<file path="src/rtl/ps2_rx_pkg.sv">
package ps2_rx_pkg;
  localparam int unsigned FRAME_BITS = 11;
  localparam logic [7:0]  SELFTEST_OK = 8'hAA;
  localparam logic [7:0]  MOUSE_ID    = 8'h00;

  typedef enum logic [1:0] {
    ID_NONE,
    ID_WAIT,
    ID_KBD,
    ID_MOUSE
  } id_state_e;
endpackage

</file>
<file path="src/rtl/ps2_line_filter.sv">
module ps2_line_filter #(
  parameter int unsigned FILT_LEN = 8
) (
  input  logic clk,
  input  logic rst_n,
  input  logic line_i,
  output logic line_o
);
  localparam int unsigned CW = $clog2(FILT_LEN + 1);
  localparam logic [CW-1:0] CNT_LAST = CW'(FILT_LEN - 1);

  logic          s1, s2;
  logic [CW-1:0] cnt;

  // two-flop synchronizer; released line reads as 1
  always_ff @(posedge clk or negedge rst_n) begin
    if (!rst_n) begin
      s1 <= 1'b1;
      s2 <= 1'b1;
    end else begin
      s1 <= line_i;
      s2 <= s1;
    end
  end

  // output follows only after FILT_LEN equal differing samples
  always_ff @(posedge clk or negedge rst_n) begin
    if (!rst_n) begin
      cnt    <= '0;
      line_o <= 1'b1;
    end else if (s2 == line_o) begin
      cnt <= '0;
    end else if (cnt == CNT_LAST) begin
      cnt    <= '0;
      line_o <= s2;
    end else begin
      cnt <= cnt + 1'b1;
    end
  end
endmodule

</file>
<file path="src/rtl/ps2_frame_rx.sv">
module ps2_frame_rx #(
  parameter int unsigned TCK_MIN = 3000,
  parameter int unsigned TCK_MAX = 5000,
  parameter int unsigned IDLE_TO = 10000
) (
  input  logic       clk,
  input  logic       rst_n,
  input  logic       clk_f,
  input  logic       dat_f,
  output logic       done,
  output logic [7:0] byte_o,
  output logic       err_o
);
  import ps2_rx_pkg::*;

  localparam int unsigned GW = $clog2(IDLE_TO + 1);
  localparam logic [GW-1:0] GAP_SAT = GW'(IDLE_TO);
  localparam logic [GW-1:0] GAP_LO  = GW'(TCK_MIN);
  localparam logic [GW-1:0] GAP_HI  = GW'(TCK_MAX);
  localparam logic [3:0]    IDX_END = 4'(FRAME_BITS - 1);

  logic                  clk_d;
  logic                  fall;
  logic                  active;
  logic [3:0]            idx;
  logic [FRAME_BITS-1:0] sh, nxt_sh;
  logic [GW-1:0]         gap;
  logic                  terr, gap_bad, terr_n, abort;

  assign fall    = clk_d & ~clk_f;
  assign nxt_sh  = {dat_f, sh[FRAME_BITS-1:1]};
  assign gap_bad = (gap < GAP_LO) || (gap > GAP_HI);
  assign terr_n  = terr | gap_bad;
  assign abort   = active & clk_f & (gap == GAP_SAT);

  // cycles since the last fall, counted from 1, saturating
  always_ff @(posedge clk or negedge rst_n) begin
    if (!rst_n) begin
      clk_d <= 1'b1;
      gap   <= GAP_SAT;
    end else begin
      clk_d <= clk_f;
      if (fall)
        gap <= GW'(1);
      else if (gap != GAP_SAT)
        gap <= gap + 1'b1;
    end
  end

  always_ff @(posedge clk or negedge rst_n) begin
    if (!rst_n) begin
      active <= 1'b0;
      idx    <= '0;
      sh     <= '0;
      terr   <= 1'b0;
      done   <= 1'b0;
      byte_o <= '0;
      err_o  <= 1'b0;
    end else begin
      done <= 1'b0;
      if (fall) begin
        sh <= nxt_sh;
        if (!active) begin
          active <= 1'b1;
          idx    <= 4'd1;
          terr   <= 1'b0;
        end else if (idx == IDX_END) begin
          active <= 1'b0;
          done   <= 1'b1;
          byte_o <= nxt_sh[8:1];
          err_o  <= terr_n | nxt_sh[0] | ~nxt_sh[10] | ~(^nxt_sh[9:1]);
        end else begin
          idx  <= idx + 1'b1;
          terr <= terr_n;
        end
      end else if (abort) begin
        active <= 1'b0;
      end
    end
  end
endmodule

</file>
<file path="src/rtl/ps2_dev_ident.sv">
module ps2_dev_ident #(
  parameter int unsigned ID_TO = 2000000
) (
  input  logic       clk,
  input  logic       rst_n,
  input  logic       done,
  input  logic [7:0] byte_i,
  input  logic       err_i,
  output logic       present,
  output logic       is_mouse
);
  import ps2_rx_pkg::*;

  localparam int unsigned TW = $clog2(ID_TO + 1);
  localparam logic [TW-1:0] T_LAST = TW'(ID_TO - 1);

  id_state_e     st;
  logic [TW-1:0] tmr;
  logic          clean;

  assign clean    = done & ~err_i;
  assign present  = (st == ID_KBD) || (st == ID_MOUSE);
  assign is_mouse = (st == ID_MOUSE);

  always_ff @(posedge clk or negedge rst_n) begin
    if (!rst_n) begin
      st  <= ID_NONE;
      tmr <= '0;
    end else if (clean && byte_i == SELFTEST_OK) begin
      st  <= ID_WAIT;
      tmr <= '0;
    end else if (st == ID_WAIT) begin
      if (clean)
        st <= (byte_i == MOUSE_ID) ? ID_MOUSE : ID_KBD;
      else if (!done) begin
        if (tmr == T_LAST)
          st <= ID_KBD;
        else
          tmr <= tmr + 1'b1;
      end
    end
  end
endmodule

</file>
<file path="src/rtl/ps2_host_rx.sv">
module ps2_host_rx #(
  parameter int unsigned FILT_LEN = 8,
  parameter int unsigned TCK_MIN  = 3000,
  parameter int unsigned TCK_MAX  = 5000,
  parameter int unsigned IDLE_TO  = 10000,
  parameter int unsigned ID_TO    = 2000000
) (
  input  logic       clk,
  input  logic       rst_n,
  input  logic       ps2_clk_i,
  input  logic       ps2_dat_i,
  output logic       m_valid,
  input  logic       m_ready,
  output logic [7:0] m_data,
  output logic       m_err,
  output logic       device_present,
  output logic       device_is_mouse
);
  localparam int unsigned NLINES = 2;

  logic [NLINES-1:0] raw, filt;
  logic              fr_done, fr_err;
  logic [7:0]        fr_byte;

  assign raw = {ps2_dat_i, ps2_clk_i};

  for (genvar g = 0; g < NLINES; g++) begin : g_line
    ps2_line_filter #(.FILT_LEN(FILT_LEN)) u_filt (
      .clk    (clk),
      .rst_n  (rst_n),
      .line_i (raw[g]),
      .line_o (filt[g])
    );
  end

  ps2_frame_rx #(
    .TCK_MIN (TCK_MIN),
    .TCK_MAX (TCK_MAX),
    .IDLE_TO (IDLE_TO)
  ) u_frame (
    .clk    (clk),
    .rst_n  (rst_n),
    .clk_f  (filt[0]),
    .dat_f  (filt[1]),
    .done   (fr_done),
    .byte_o (fr_byte),
    .err_o  (fr_err)
  );

  ps2_dev_ident #(.ID_TO(ID_TO)) u_ident (
    .clk      (clk),
    .rst_n    (rst_n),
    .done     (fr_done),
    .byte_i   (fr_byte),
    .err_i    (fr_err),
    .present  (device_present),
    .is_mouse (device_is_mouse)
  );

  // single output slot; a frame arriving while the slot is held is dropped
  always_ff @(posedge clk or negedge rst_n) begin
    if (!rst_n) begin
      m_valid <= 1'b0;
      m_data  <= '0;
      m_err   <= 1'b0;
    end else if (fr_done && (!m_valid || m_ready)) begin
      m_valid <= 1'b1;
      m_data  <= fr_byte;
      m_err   <= fr_err;
    end else if (m_ready) begin
      m_valid <= 1'b0;
    end
  end
endmodule

</file>
<file path="config.mk">
export PLATFORM = sky130hd
export DESIGN_NAME = ps2_host_rx
export DESIGN_NICKNAME = d
export VERILOG_FILES = /design/src/rtl/ps2_rx_pkg.sv /design/src/rtl/ps2_line_filter.sv /design/src/rtl/ps2_frame_rx.sv /design/src/rtl/ps2_dev_ident.sv /design/src/rtl/ps2_host_rx.sv
export SDC_FILE = /design/constraint.sdc
export NUM_CORES = 1
export LEC_CHECK = 0
export ABC_AREA = 0
export BUFFER_PORTS_ARGS = -buffer_cell sky130_fd_sc_hd__buf_2
export CAP_MARGIN = 20
export CORE_MARGIN = 2
export CORE_UTILIZATION = 25
export CTS_BUF_LIST = sky130_fd_sc_hd__clkbuf_16
export CTS_CLUSTER_SIZE = 20
export DETAILED_ROUTE_END_ITERATION = 10
export GPL_ROUTABILITY_DRIVEN = 0
export SYNTH_ARGS = -nofsm -noshare
export SYNTH_HDL_FRONTEND = slang
export SYNTH_SLANG_ARGS = --single-unit
</file>
<file path="constraint.sdc">
create_clock -name clk -period 5.2 [get_ports clk]
set_input_delay 0.78 -clock clk [delete_from_list [all_inputs] [get_ports clk]]
set_output_delay 0.78 -clock clk [all_outputs]
set_load 0.02 [all_outputs]
</file>
Word level (Yosys, flattened, before mapping):

Index checks and enable logic that the tools add are counted.

* flip-flop bits (word level): 89
* input port bits: 5
* output and inout port bits: 12
* logic and storage cells: 109

* $add $sub $neg: 5
* magnitude comparators: 2
* equal/unequal tests: 17
* multiplexer cells: 30
* bitwise gates (word level): 14
* reduce and logical (&&, ||, !) cells: 19

Operators with widths (number)
* $mux 21: 5
* $mux 14: 2
* $mux 4: 6
* $add 21x1->21 const B: 1
* $eq 21x21->1 const B: 1
* $add 14x1->14 const B: 1
* $eq 14x14->1 const B: 1
* $gt 14x13->1 const B: 1
* $lt 14x12->1 const B: 1
* $ne 14x14->1 const B: 1
* $add 4x1->4 const B: 3
* $mux 1: 12
* $mux 2: 5
* $reduce_xor 9->1: 1
* $eq 4x3->1 const B: 2
* $eq 8x8->1 const B: 1
* $logic_not 8->1: 1
* $reduce_bool 2->1: 4
* $not 1->1: 6
* $reduce_and 2->1: 3
* $reduce_and 3->1: 2
* $and 1x1->1: 4
* $eq 2x2->1 const B: 2
* $eq 4x4->1 const B: 1
* other kinds (11): 20

Depth between registers and ports, before layout:

* depth after elaboration: 6
* depth in mapped cells: 7
* gate-level depth less buffers: 7

Hierarchy:

Synthesis repeated with hierarchy kept, for this count alone.

* cell total of the unflattened synthesis: 399
* area, all modules: 4309.1 sq um

Modules (own cells, without submodules)
* ps2_frame_rx: instances 1, cells an instance 191, area each 1954.4 sq um, sequential area each 1033.5 sq um
* ps2_dev_ident: instances 1, cells an instance 147, area each 1410.1 sq um, sequential area each 575.6 sq um
* ps2_host_rx: instances 1, cells an instance 22, area each 384.1 sq um, sequential area each 250.2 sq um
* ps2_line_filter (g_line[1].u_filt): instances 1, cells an instance 19, area each 289.0 sq um, sequential area each 178.9 sq um
* ps2_line_filter (g_line[0].u_filt): instances 1, cells an instance 20, area each 271.5 sq um, sequential area each 178.9 sq um

Least setup slack after synthesis:

No wires, ideal clock.

* path type: reg2reg
* start point: register u_ident.tmr[0]
* end point: register u_ident.tmr[7]
* setup time: 0.077 ns
* data arrival time: 1.641 ns
* required time: 5.123 ns
* path slack: 3.481 ns
* cell stages (with the launch flop): 7
* buffers on the path: 0
* clock period less this slack: 1.719 ns
* path through: dfrtp_1 > ha_1 > and4bb_1 > nand4_1 > o21ai_2 > or4_1 > a21oi_1

* longest elaborated chain between the ends: 6
* elaborated cells between the ends (all ways): 9
* those cells by class: 1 x add/sub; 2 x eq/ne; 5 x mux; 1 x reduce/logical

RTL lines
* start, declared: RTL line ps2_dev_ident.sv:18 `logic [TW-1:0] tmr;`
* start signal, assigned: RTL line ps2_dev_ident.sv:39 `tmr <= tmr + 1'b1;`
* $add 21x1->21: RTL line ps2_dev_ident.sv:39
* $mux 21: RTL line ps2_dev_ident.sv:36 `if (tmr == T_LAST)`
* $mux 21: RTL line ps2_dev_ident.sv:35 `else if (!done) begin`
* $mux 21: RTL line ps2_dev_ident.sv:33 `if (clean)`
* $mux 21: RTL line ps2_dev_ident.sv:32 `end else if (st == ID_WAIT) begin`
* $mux 21: RTL line ps2_dev_ident.sv:29 `end else if (clean && byte_i == SELFTEST_OK) begin`

Parallel ways exist; a longest one is shown, timed or not. The select of a mux whose other input is x is not followed.
A chain may end at the register's enable or synchronous reset.

Worst setup path after layout:

* start point: register u_ident.tmr[13]
* end point: register u_ident.tmr[5]

* longest elaborated chain between the ends: 3

RTL lines (RTL line)
* $eq 21x21->1: ps2_dev_ident.sv:36
* $ne 2x1->1 (no source line)
* $reduce_and 4->1 (no source line)

Every way passes these cells.

==> out/metrics.cfg <==
[critical_path]
r2r-start = u_ident.tmr[13]
criticalPathCategory = flop to flop
path_max_fanout = 17
setup.worst_path.start = u_ident.tmr[13]
critPathLaunchType = flop
end_kind = flop
cp_data_arrival_time_ps = 2220
worstPathRequired_ps = 5410

[route]
wirelength_um = 7480
via_count = 2866
drtIter0Drc = 118
firstDrtPassIters = 4
ant_nets = 0
vias_per_cell = 4.53
avgRoutedWirePerCell_um = 11.8
route.detailed.drc = 0

[clock_network]
clk_path_buf_depth = 2
cts-root-buf = clkbuf_16
cts_setup_buffers = 0
numCtsBuffers = 9
ctsHoldBuffers = 0
cts.sink_count = 88
clk_pin_slew_ps = 60
ctsResizeCount = 0
htreeDepth = 3
clock_latency_ps = 340
cts_tree = built

[synthesis]
synth_area_per_cell_um2 = 10.5
synthFlopType = dfrtp_1
synth-edff-count = 0
ys_ff_latch = 88
yosysTopAreaCellShare = 0.462
yosys_warnings = 0
synth_most_common_cell = dfrtp_1
ys_seq_area_frac = 0.539
synthCells = 392
async_reset_ff_frac = 1.00
netlist_area_um2 = 4110
yosysTopAreaCell = dfrtp_1
synth_area_leaders = dfrtp_1 (46%), dfstp_2 (7.7%), nand2_1 (5.3%)
synth_common_cells = dfrtp_1 (76), nand2_1 (58), nor2_1 (35)
synth_cell_types = 51
synth_fp_nets = 404

[die]
die_w_um = 132
die-area_um2 = 17500
dieHeight_um = 132
rows = 46
core_um2 = 16000
start_util = 0.257
io_pins = 17

[global_routing]
grt_util_all_layers = 0.0959
grt_overflow = 0
antenna_found_initial = 0
grt_pass1_wl_um = 13800
first_global_vias = 2948
grt_max_degree = 59

[finish]
nets = 424
layout-drive-gt1-share = 0.127
multi_input_area_um2 = 1830
postLayoutCoreUtil = 0.295
stdcell_area_um2 = 4720
seqCellArea_um2 = 2220
area_growth_pct = 14.8
n_fill_cell = 1725
diodes = 0

[power]
switching_share = 0.292
p_per_area_nw_per_um2 = 363
intPower_mw = 1.21
leakage_nw = 2.12
p_switching_mw = 0.500
finalPower_mw = 1.71
pwr-share-clk = 0.340
pwr-share-seq = 0.504
comb_power_share = 0.157
vdd_drop_max_mv = 0.151

[place]
dp_hpwl_um = 5260
place.port_buffers = 16
place_area_um2 = 4440

[sta]
slew_headroom = 0.533
hold_viol = 0
finalSetupTns_ps = 0
period_needed_ps = 2010
finalSetupViolations = 0
drv_slew = 0
max_freq_mhz = 497
tightestPinTransition_ps = 700
fin_skew_ps = 5.21
rsz0062_at_grt = no
post-route-period-util = 0.387

[hold_path]
hp-start = g_line[1].u_filt.s1
holdCritPathClass = flop to flop

[flow_run]
drv_cap = 0

[status]
outcome = finished, final reports clean

[critical path, stage by stage (launching register included)]
cell      delay, ps
dfrtp_1         440
nor4bb_1        330
nand4_1         260
o21ai_2         570
nor2_1          140
mux2i_1         150
[path summary, 6_finish.rpt]
path	slack, ps	cells past startpoint	endpoint
min in group asynchronous	370	1	u_ident.tmr[6]
worst min-delay path	350	0	g_line[1].u_filt.s2
max in group asynchronous	3790	2	u_frame.gap[12]
worst min register to register	350	0	g_line[1].u_filt.s2
worst max register to register	3190	5	u_ident.tmr[5]
worst max-delay path	3190	5	u_ident.tmr[5]
[state kept, by name, summed over array words and instances (netlist names), 2 cells and up]
register,flops
g_line.u_filt.cnt,8
g_line.u_filt.line_o,2
g_line.u_filt.s1,2
g_line.u_filt.s2,2
m_data,8
u_frame.byte_o,8
u_frame.gap,14
u_frame.idx,4
u_frame.sh,10
u_ident.st,2
u_ident.tmr,21
[cells in the final DEF (no fill, tap or decap), drive strengths merged, types with 9 or more instances in the layout]
master  instances
clkbuf          9
nand4          11
xnor2          18
nand2          58
dfrtp          76
or3             9
xor2           10
buf            19
a21oi          13
o21ai          17
nor3            9
nor2           36
nand3          14
dfstp          12
mux2           18
[power groups by stage]
stage	clock network (mW)	logic [mW]	registers, mW
floorplan	0	0.230	0.841
global placement	0	0.263	0.869
global route	0.637	0.317	0.875
finish	0.582	0.268	0.862
CTS	0.605	0.277	0.861
detailed placement	0	0.272	0.874
[kinds of logic (layout without fill, tap and decap cells)]
family,after synthesis,after routing,synth area share
compound gates,52,52,0.0809
fa+ha+maj,7,7,0.0213
flops,88,88,0.539
xor+xnor,28,28,0.0596
simple gates,180,180,0.228
buf+inv,17,42,0.0173
mux,20,20,0.0541
[per-stage QoR]
stage          hold WS (ps)  worst slack [ps]  std cells
2_1_floorplan           345              3480        392
3_3_place_gp            346              3020        616
3_5_place_dp            347              2940        616
4_1_cts                 356              2940        632
5_1_grt                 360              3010        633
6_report                354              3190        633
[routing by layer]
metal / vias to the layer above / track usage / part of all wire
met3: 8 / 0.0288 / 0.036
met2: 36 / 0.159 / 0.49
met1: 1397 / 0.118 / 0.47
met4: 0 / 0.0358 / 0.011
li1: 1425 / - / -
met5: - / 0 / 0
[layout make-up]
class | instances | area share
multi-input cells | 287 | 0.387
flip-flops and latches | 88 | 0.470
clock inverters | 7 | 0.0103
clock buffers | 9 | 0.0477
repair buffers | 19 | 0.0231
well taps | 216 | 0.0572
inverters | 7 | 0.00556
Note: power is estimated with default switching activity, not from simulation.
